**config.mk**
```make
export PLATFORM = sky130hd
export DESIGN_NAME = mdio_frame_master
export DESIGN_NICKNAME = d
export VERILOG_FILES = /design/src/rtl/mdio_pkg.sv /design/src/rtl/mdio_mdc_timer.sv /design/src/rtl/mdio_frame_shifter.sv /design/src/rtl/mdio_frame_master.sv
export SDC_FILE = /design/constraint.sdc
export NUM_CORES = 1
export LEC_CHECK = 0
export CORE_AREA = 2 2 84 86
export DETAILED_ROUTE_END_ITERATION = 8
export DIE_AREA = 0 0 86 88
export DONT_BUFFER_PORTS = 1
export GPL_ROUTABILITY_DRIVEN = 0
export PLACE_DENSITY = 0.74
export SETUP_SLACK_MARGIN = 0.1
export SLEW_MARGIN = 15
export SYNTH_ARGS = -nofsm -noshare
export SYNTH_HDL_FRONTEND = slang
export SYNTH_HIERARCHICAL = 1
export SYNTH_SLANG_ARGS = --single-unit
```
**constraint.sdc**
```tcl
create_clock -name clk -period 3.6 [get_ports clk]
set_clock_uncertainty 0.05 [all_clocks]
set_input_delay 0.72 -clock clk [delete_from_list [all_inputs] [get_ports clk]]
set_output_delay 0.72 -clock clk [all_outputs]
set_load 0.05 [all_outputs]
```
**src/rtl/mdio_pkg.sv**
```systemverilog
package mdio_pkg;

    typedef enum logic [2:0] {
        ST_IDLE,
        ST_PREAMBLE,
        ST_HEADER,
        ST_RD_TA,
        ST_RD_DATA,
        ST_FLUSH,
        ST_TAIL,
        ST_DONE
    } mdio_state_t;

    localparam int ADDR_W      = 5;
    localparam int DATA_W      = 16;
    localparam int WR_HDR_BITS = 32;
    localparam int RD_HDR_BITS = 14;

    // Ceiling of ns * kHz / 1e6, at least 1.
    function automatic int ns_to_cycles(input longint clk_khz, input longint ns);
        longint c;
        c = (clk_khz * ns + 64'd999_999) / 64'd1_000_000;
        if (c < 1) c = 1;
        return int'(c);
    endfunction

endpackage

```
**src/rtl/mdio_mdc_timer.sv**
```systemverilog
module mdio_mdc_timer #(
    parameter int LOW_CYC     = 25,
    parameter int HIGH_TX_CYC = 25,
    parameter int HIGH_RX_CYC = 35
) (
    input  logic clk,
    input  logic rst,
    input  logic run,
    input  logic slow,
    output logic mdc,
    output logic slot_end
);
    localparam int MAX_A   = (LOW_CYC > HIGH_TX_CYC) ? LOW_CYC : HIGH_TX_CYC;
    localparam int MAX_CYC = (MAX_A > HIGH_RX_CYC) ? MAX_A : HIGH_RX_CYC;
    localparam int CW      = $clog2(MAX_CYC + 1);

    logic [CW-1:0] cnt;
    logic          hi;
    logic [CW-1:0] hi_last;

    assign hi_last  = slow ? CW'(HIGH_RX_CYC - 1) : CW'(HIGH_TX_CYC - 1);
    assign slot_end = run && hi && (cnt == hi_last);
    assign mdc      = hi;

    always_ff @(posedge clk) begin
        if (rst || !run) begin
            hi  <= 1'b0;
            cnt <= '0;
        end else if (!hi) begin
            if (cnt == CW'(LOW_CYC - 1)) begin
                hi  <= 1'b1;
                cnt <= '0;
            end else begin
                cnt <= cnt + 1'b1;
            end
        end else begin
            if (cnt == hi_last) begin
                hi  <= 1'b0;
                cnt <= '0;
            end else begin
                cnt <= cnt + 1'b1;
            end
        end
    end
endmodule

```
**src/rtl/mdio_frame_shifter.sv**
```systemverilog
module mdio_frame_shifter #(
    parameter int TX_W = 32,
    parameter int RX_W = 16
) (
    input  logic            clk,
    input  logic            rst,
    input  logic            load,
    input  logic [TX_W-1:0] load_word,
    input  logic            tx_shift,
    output logic            tx_bit,
    input  logic            rx_shift,
    input  logic            rx_in,
    output logic [RX_W-1:0] rx_word
);
    logic [TX_W-1:0] tx_q;

    assign tx_bit = tx_q[TX_W-1];

    always_ff @(posedge clk) begin
        if (rst) begin
            tx_q <= '0;
        end else if (load) begin
            tx_q <= load_word;
        end else if (tx_shift) begin
            tx_q <= {tx_q[TX_W-2:0], 1'b0};
        end
    end

    always_ff @(posedge clk) begin
        if (rst) begin
            rx_word <= '0;
        end else if (rx_shift) begin
            rx_word <= {rx_word[RX_W-2:0], rx_in};
        end
    end
endmodule

```
**src/rtl/mdio_frame_master.sv**
```systemverilog
module mdio_frame_master
    import mdio_pkg::*;
#(
    parameter int CLK_HZ      = 100_000_000,
    parameter int MDC_HALF_NS = 250,
    parameter int RX_HIGH_NS  = 350,
    parameter int PRE_BITS    = 32,
    parameter int FLUSH_BITS  = 32
) (
    input  logic              clk,
    input  logic              rst,
    input  logic              start,
    input  logic              rd_nwr,
    input  logic [ADDR_W-1:0] phy_addr,
    input  logic [ADDR_W-1:0] reg_addr,
    input  logic [DATA_W-1:0] wdata,
    output logic [DATA_W-1:0] rdata,
    output logic              done,
    output logic              err,
    output logic              busy,
    output logic              mdc,
    output logic              mdio_o,
    output logic              mdio_oe,
    input  logic              mdio_i
);
    localparam longint CLK_KHZ  = longint'(CLK_HZ) / 1000;
    localparam int     HALF_CYC = ns_to_cycles(CLK_KHZ, longint'(MDC_HALF_NS));
    localparam int     RDHI_CYC = ns_to_cycles(CLK_KHZ, longint'(RX_HIGH_NS));
    localparam int     MAX_A    = (PRE_BITS > FLUSH_BITS) ? PRE_BITS : FLUSH_BITS;
    localparam int     MAX_BITS = (MAX_A > WR_HDR_BITS) ? MAX_A : WR_HDR_BITS;
    localparam int     CNT_W    = $clog2(MAX_BITS + 1);

    mdio_state_t      state, nstate;
    logic [CNT_W-1:0] bit_cnt;
    logic             is_read;
    logic             slot_end;
    logic             run, slow;
    logic             tx_bit;
    logic [DATA_W-1:0] rx_word;
    logic [WR_HDR_BITS-1:0] hdr_word;
    logic             accept;

    assign accept = (state == ST_IDLE) && start;

    // Frame bits in send order: start, opcode, PHY, register, turnaround, data.
    assign hdr_word = {2'b01, (rd_nwr ? 2'b10 : 2'b01), phy_addr, reg_addr, 2'b10, wdata};

    mdio_mdc_timer #(
        .LOW_CYC    (HALF_CYC),
        .HIGH_TX_CYC(HALF_CYC),
        .HIGH_RX_CYC(RDHI_CYC)
    ) u_timer (
        .clk     (clk),
        .rst     (rst),
        .run     (run),
        .slow    (slow),
        .mdc     (mdc),
        .slot_end(slot_end)
    );

    mdio_frame_shifter #(
        .TX_W(WR_HDR_BITS),
        .RX_W(DATA_W)
    ) u_shift (
        .clk      (clk),
        .rst      (rst),
        .load     (accept),
        .load_word(hdr_word),
        .tx_shift (slot_end && (state == ST_HEADER)),
        .tx_bit   (tx_bit),
        .rx_shift (slot_end && (state == ST_RD_DATA)),
        .rx_in    (mdio_i),
        .rx_word  (rx_word)
    );

    // State register
    always_ff @(posedge clk) begin
        if (rst) begin
            state   <= ST_IDLE;
            bit_cnt <= '0;
        end else begin
            state <= nstate;
            if (nstate != state) begin
                bit_cnt <= '0;
            end else if (slot_end) begin
                bit_cnt <= bit_cnt + 1'b1;
            end
        end
    end

    // Next state
    always_comb begin
        nstate = state;
        unique case (state)
            ST_IDLE:     if (start) nstate = ST_PREAMBLE;
            ST_PREAMBLE: if (slot_end && bit_cnt == CNT_W'(PRE_BITS - 1)) nstate = ST_HEADER;
            ST_HEADER: begin
                if (is_read) begin
                    if (slot_end && bit_cnt == CNT_W'(RD_HDR_BITS - 1)) nstate = ST_RD_TA;
                end else begin
                    if (slot_end && bit_cnt == CNT_W'(WR_HDR_BITS - 1)) nstate = ST_TAIL;
                end
            end
            ST_RD_TA:    if (slot_end) nstate = mdio_i ? ST_FLUSH : ST_RD_DATA;
            ST_RD_DATA:  if (slot_end && bit_cnt == CNT_W'(DATA_W - 1)) nstate = ST_TAIL;
            ST_FLUSH:    if (slot_end && bit_cnt == CNT_W'(FLUSH_BITS - 1)) nstate = ST_DONE;
            ST_TAIL:     if (slot_end) nstate = ST_DONE;
            ST_DONE:     nstate = ST_IDLE;
            default:     nstate = ST_IDLE;
        endcase
    end

    // Outputs
    always_comb begin
        mdio_oe = 1'b0;
        mdio_o  = 1'b0;
        slow    = 1'b0;
        run     = 1'b1;
        busy    = 1'b1;
        done    = 1'b0;
        unique case (state)
            ST_IDLE: begin
                run  = 1'b0;
                busy = 1'b0;
            end
            ST_PREAMBLE: begin
                mdio_oe = 1'b1;
                mdio_o  = 1'b1;
            end
            ST_HEADER: begin
                mdio_oe = 1'b1;
                mdio_o  = tx_bit;
            end
            ST_RD_TA, ST_RD_DATA, ST_FLUSH, ST_TAIL: slow = 1'b1;
            ST_DONE: begin
                run  = 1'b0;
                done = 1'b1;
            end
            default: begin
                run  = 1'b0;
                busy = 1'b0;
            end
        endcase
    end

    // Result registers
    always_ff @(posedge clk) begin
        if (rst) begin
            is_read <= 1'b0;
            err     <= 1'b0;
            rdata   <= '0;
        end else begin
            if (accept) begin
                is_read <= rd_nwr;
                err     <= 1'b0;
            end
            if (slot_end && state == ST_RD_TA && mdio_i) begin
                err   <= 1'b1;
                rdata <= '1;
            end
            if (slot_end && state == ST_TAIL && is_read) begin
                rdata <= rx_word;
            end
        end
    end
endmodule

```
; ---- Yosys cells after proc, flatten, opt, wreduce, memory -nomap -nowiden
; Index checks and enable logic that the tools add are counted.
[classes]
mux = 31
n_reduce_logical = 22
addsub = 2
n_eq_ne = 13
[ops]
columns = op, n
row1 = two-way mux 31 bit, 2
row2 = two-way mux 16 bit, 2
row3 = two-way mux 3 bit, 9
row4 = two-way mux 6 bit, 4
row5 = one-hot mux 3 bit (8 select lines), 1
row6 = adder 6 x 1 -> 6 bit (second input constant), 2
row7 = equality test 3 bit (second input constant), 4
row8 = equality test 6 x 4 -> 1 bit (second input constant), 2
row9 = equality test 6 x 5 -> 1 bit (second input constant), 2
row10 = logical AND 1 bit, 12
row11 = two-way mux 1 bit, 11
row12 = OR reduction 2 bit, 4
row13 = equality test 3 x 2 -> 1 bit (second input constant), 2
row14 = equality test 6 bit, 1
row15 = nonzero test 2 bit, 3
row16 = OR reduction 4 bit, 1
row17 = equality test 3 x 1 -> 1 bit (second input constant), 1
row18 = logical NOT 3 bit, 1
row19 = inequality test 3 bit, 1
row20 = two-way mux 2 bit, 1
row21 = one-hot mux 1 bit (2 select lines), 1
row22 = logical OR 1 bit, 1
[word_totals]
elab_cells = 78
register_bits = 82
input_bits = 31

; ---- Depth between registers and ports, before layout
[depth]
depth_word = 12
ltp_mapped = 13
depth_no_buf = 9

; ---- Hierarchy
; The synthesis kept the hierarchy.
[modules_own_cells]
columns = module, seq_area_each_um2, cells_per_inst, area_each_um2, instances
row1 = mdio_frame_shifter, 960.9, 194, 2228.4, 1
row2 = mdio_frame_master, 540.5, 167, 1442.6, 1
row3 = mdio_mdc_timer, 140.1, 40, 380.4, 1

; ---- Least setup slack after synthesis
; No wires, ideal clock.
[synth_timing]
kind = reg2reg
from = reg state[0]
to = reg u_shift.tx_q[0]
path_stages_with_launch = 12
n_path_buf = 3
setup_time_ns = 0.072
slack_ns = 0.746
arrival_time_ns = 2.732
cell_sequence = dfxtp_1 buf_6 nand2_1 nor2_1 nor2_1 nor4b_1 buf_6 nor2b_1 and2_1 buf_6 or3b_1 a21oi_1
[synth_via]
word_cells_on_any_way = 19
classes_between = eq/ne (7) / mux (4) / reduce/logical (8)
[synth_rtl]
columns = element, line
row1 = from (decl), mdio_frame_master.sv:33  ; mdio_state_t state, nstate;
row2 = from (signal assigned), mdio_frame_master.sv:82  ; state <= nstate;
row3 = equality test 3 bit / logical NOT 3 bit (equally long branches), mdio_frame_master.sv:121  ; unique case (state)
row4 = OR reduction 2 bit (no line) (*), n/a
row5 = two-way mux 1 bit (*), mdio_frame_master.sv:121
row6 = net run, mdio_frame_master.sv:37  ; logic run, slow;
row7 = logical AND 1 bit (*) (2 in series), mdio_mdc_timer.sv:22  ; assign slot_end = run && hi && (cnt == hi_last);
row8 = net slot_end, mdio_frame_master.sv:36  ; logic slot_end;
row9 = logical AND 1 bit (*), mdio_frame_master.sv:69  ; .tx_shift (slot_end && (state == ST_HEADER)),
row10 = nonzero test 2 bit (no line) (*), n/a
row11 = to (signal assigned), mdio_frame_shifter.sv:23  ; tx_q <= load_word;
row12 = to (signal assigned), mdio_frame_shifter.sv:25  ; tx_q <= {tx_q[TX_W-2:0], 1'b0};
row13 = to (decl), mdio_frame_shifter.sv:15  ; logic [TX_W-1:0] tx_q;
; The timed path passes the listed nets; every way through them passes the cells marked *.
; A chain may end at the register's enable or synchronous reset.

; ---- Worst setup path after layout
[layout_timing]
from = reg state[2]
to = reg u_shift.tx_q[17]
[layout_via]
elab_chain_len = 8
word_cells_on_any_way = 19
classes_between = eq/ne (7) / mux (4) / reduce/logical (8)
[layout_lines]
columns = element, line
row1 = equality test 3 bit / equality test 3 x 2 -> 1 bit (equally long branches), mdio_frame_master.sv:121
row2 = OR reduction 4 bit (*), mdio_frame_master.sv:121
row3 = two-way mux 1 bit (*), mdio_frame_master.sv:121
row4 = net slow, mdio_frame_master.sv:37
row5 = two-way mux 6 bit (*), mdio_mdc_timer.sv:21  ; assign hi_last = slow ? CW'(HIGH_RX_CYC - 1) : CW'(HIGH_TX_CYC - 1);
row6 = equality test 6 bit (*), mdio_mdc_timer.sv:22
row7 = logical AND 1 bit (*), mdio_mdc_timer.sv:22
row8 = net slot_end, mdio_frame_master.sv:36
row9 = logical AND 1 bit (*), mdio_frame_master.sv:69
row10 = nonzero test 2 bit (no line) (*), n/a
; Marked as above.

==> results.toml <==
[run_status]
status = "finished, final reports clean"

[floorplan]
row_count = 30
dieArea_um2 = 7570
start_util_pct = 61.0
die_y_um = 88
die_w_um = 86
io_pins = 53
coreArea_um2 = 6640

[cells_and_area]
post-route-cell-area_um2 = 4230
area_growth_pct = 4.35
nNetsFinal = 431
diodes = 0
layout-drive-gt1-share_pct = 19.5
final_core_util_pct = 63.6
fillers = 562
instances_no_fill = 481

[detailed_routing]
drtIter0Drc = 135
drc = 0
via_count = 2748
wl_per_cell_um = 14.9
routed_via_density = 5.71
firstDrtPassIters = 4
drt-total-wl_mm = 7.17
ant_nets = 0

[power]
power_mw = 1.78
p_comb_share_pct = 7.8
clkPwrFrac_pct = 38.1
power_frac_seq_pct = 54.1
vdd_ir_drop_max_v = 0.000246
power.switching_mw = 0.446
leakagePower_nw = 1.45
p_int_mw = 1.33
powerDensity_nw_per_um2 = 420
p_sw_share_pct = 25.1

[flow_run]
drv_cap = 0

[placed_design]
post-dp-hpwl_mm = 4.84
dp_slack_ns = 0.692
io_buffers = 0
dpl_cell_area_um2 = 4030
dp_cells = 465

[synth]
yosysUniqueCellTypes = 53
synth_edf_count = 0
async_reset_ff_share_pct = 0
yosys.area_share.simple_pct = 23.3
synth_cells = 401
ys_ff_latch = 82
yosysSeqAreaShare_pct = 40.5
synthXorXnorAreaFrac_pct = 1.95
synth_top_family_by_area = "simple AND/OR/NAND/NOR gates"
synthMuxAreaShare_pct = 12.1
synthesis.area_um2 = 4050
ys_warn_count = 6
syn_area_per_cell_um2 = 10.1
synth_adder_area_share_pct = 1.24
synth-main-ff-cell = "dfxtp_1"
synth_compound_area_share_pct = 14.5

[global_route]
grt.total_usage_pct = 20.1
grt_pass1_vias = 2731
grt_pass1_wl_mm = 12.1
antenna_found_initial = 0
grt_start_max_net_pins = 74
grt_overflow = 0

[sta]
tns_ns = 0
hold_violations = 0
post-route-min-period_ns = 2.93
setup_viol = 0
max_freq_mhz = 342
maxSlewHeadroom_pct = 56.9
tightest_slew_ns = 0.646
rsz0062_at_grt = "false"
slew_viol_final = 0
fin_crit_sh_pct = 81.3
finalWorstSetupSlack_ns = 0.674
holdWs_ns = 0.380

[clocking]
root_buffer = "clkbuf_8"
numCtsBuffers = 9
cts_resized = 0
cts_hold_buf = 0
insertion_delay_ns = 0.36
path_clk_slew_ns = 0.09
ctsHtreeMaxLevel = 3
tritoncts = "yes"
cts_sinks = 82
cts.path.max_buffers = 2
cts_setup_buffers = 0

[worst_setup_path]
cp.depth = 9
critPathKind = "flop to flop"
r2r_cells = 9
startpoint = "state[2]"
regToRegEndpoint = "u_shift/tx_q[17]"
path_buf_inv = 1
cp.required_ns = 3.78
reg2reg_from = "state[2]"
crit_chain = "xnor2_1 > nor2_1 > a32oi_2 > nor4b_1 > nor2b_1 > and2_2 > buf_12 > mux2i_1 > a211oi_2"
end_kind = "flop"
slowest_stage = "dfxtp_1"
startpoint_type = "flop"
cp_top_family = "simple AND/OR/NAND/NOR gates"
rrSetupSlack_ns = 0.67
max_stage_delay_ns = 0.63
endpoint = "u_shift/tx_q[17]"
crit_arrival_ns = 3.10
cp_max_fo = 22

[worst_hold_path]
holdCritPathClass = "primary input to flop"
min_path_cells = 1
-- power by group through the flow --
stage               combinational, mW  clock (mW)  sequential [mW]
floorplan                       0.136           0            0.976
global placement                0.136           0            0.980
detailed placement              0.140           0            0.982
CTS                             0.141       0.701            0.960
global route                    0.152       0.734            0.964
finish                          0.139       0.677            0.960
-- layout by cell type, fill, tap and decap left out, drive strengths merged, types with 4 or more instances in the layout --
cell,count
ha,4
buf,10
dfxtp,82
nor3b,5
mux2i,49
xor2,4
nand3,5
clkbuf,9
nand4,5
nor3,20
a21oi,8
conb,4
xnor2,5
inv,10
nor2,61
nand2,8
nor2b,36
a211oi,31
-- cell type report --
type                    count  area [um2]  area share (%)
clock inverters             7        77.6            1.83
multi-input cells         285        2170            51.3
flip-flops and latches     82        1640            38.8
inverters                   8        30.0           0.710
clock buffers               9         124            2.93
repair buffers             10        87.6            2.07
well taps                  80         100            2.37
-- metal layers --
layer	track usage, %	part of all wire, %
met5	0	0
met4	6.35	1.1
met3	7.45	4.4
met2	36.1	52
met1	22.0	43
-- state kept, by name, indices dropped and copies added (netlist names) --
register / cells
is_read: 1
bit_cnt: 6
rdata: 16
err: 1
u_shift/tx_q: 32
state: 3
u_shift/rx_word: 16
u_timer/mdc: 1
u_timer/cnt: 6
-- worst min path at each step --
| stage | start | endpoint | slack [ns] |
|---|---|---|---|
| after floorplan | u_shift/rx_word[15] | rdata[15] | 0.43 |
| after global placement | u_shift/rx_word[15] | u_shift/rx_word[15] | 0.45 |
| after detailed placement | u_shift/rx_word[0] | rdata[0] | 0.45 |
| after CTS | rst | u_shift/tx_q[5] | 0.36 |
| after global routing | rst | u_shift/tx_q[6] | 0.35 |
| final | rst | u_shift/tx_q[5] | 0.38 |
-- synth_stat cells (3+ instances only) --
library cell / number / area, um2
nor2_1: 57 / 214
nor2b_1: 36 / 225
a31oi_1: 3 / 18.8
nand3_1: 5 / 25.0
xnor2_1: 5 / 43.8
nor3_2: 4 / 40.0
nand2_1: 8 / 30.0
and2_1: 3 / 18.8
mux2i_1: 49 / 490
buf_12: 3 / 60.1
nand2b_1: 3 / 18.8
nor3b_1: 3 / 22.5
ha_1: 4 / 50.1
buf_6: 6 / 67.6
clkbuf_1: 7 / 26.3
buf_2: 9 / 45.0
nor2_2: 4 / 25.0
inv_1: 8 / 30.0
xor2_1: 4 / 35.0
buf_4: 3 / 22.5
a211oi_2: 30 / 375
a21oi_1: 7 / 35.0
dfxtp_1: 82 / 1640
nand4_1: 5 / 31.3
nor3_1: 16 / 80.1
-- kinds of logic after synthesis --
| logic type | Yosys count |
|---|---|
| AND/OR/NAND/NOR | 164 |
| flip-flops | 82 |
| AO/OA/AOI/OAI | 55 |
| multiplexers | 49 |
| buffers and inverters | 36 |
| XOR/XNOR | 9 |
| adder cells (fa/ha/maj) | 4 |
| other | 2 |
No activity file was read; power rests on OpenSTA's default activity.
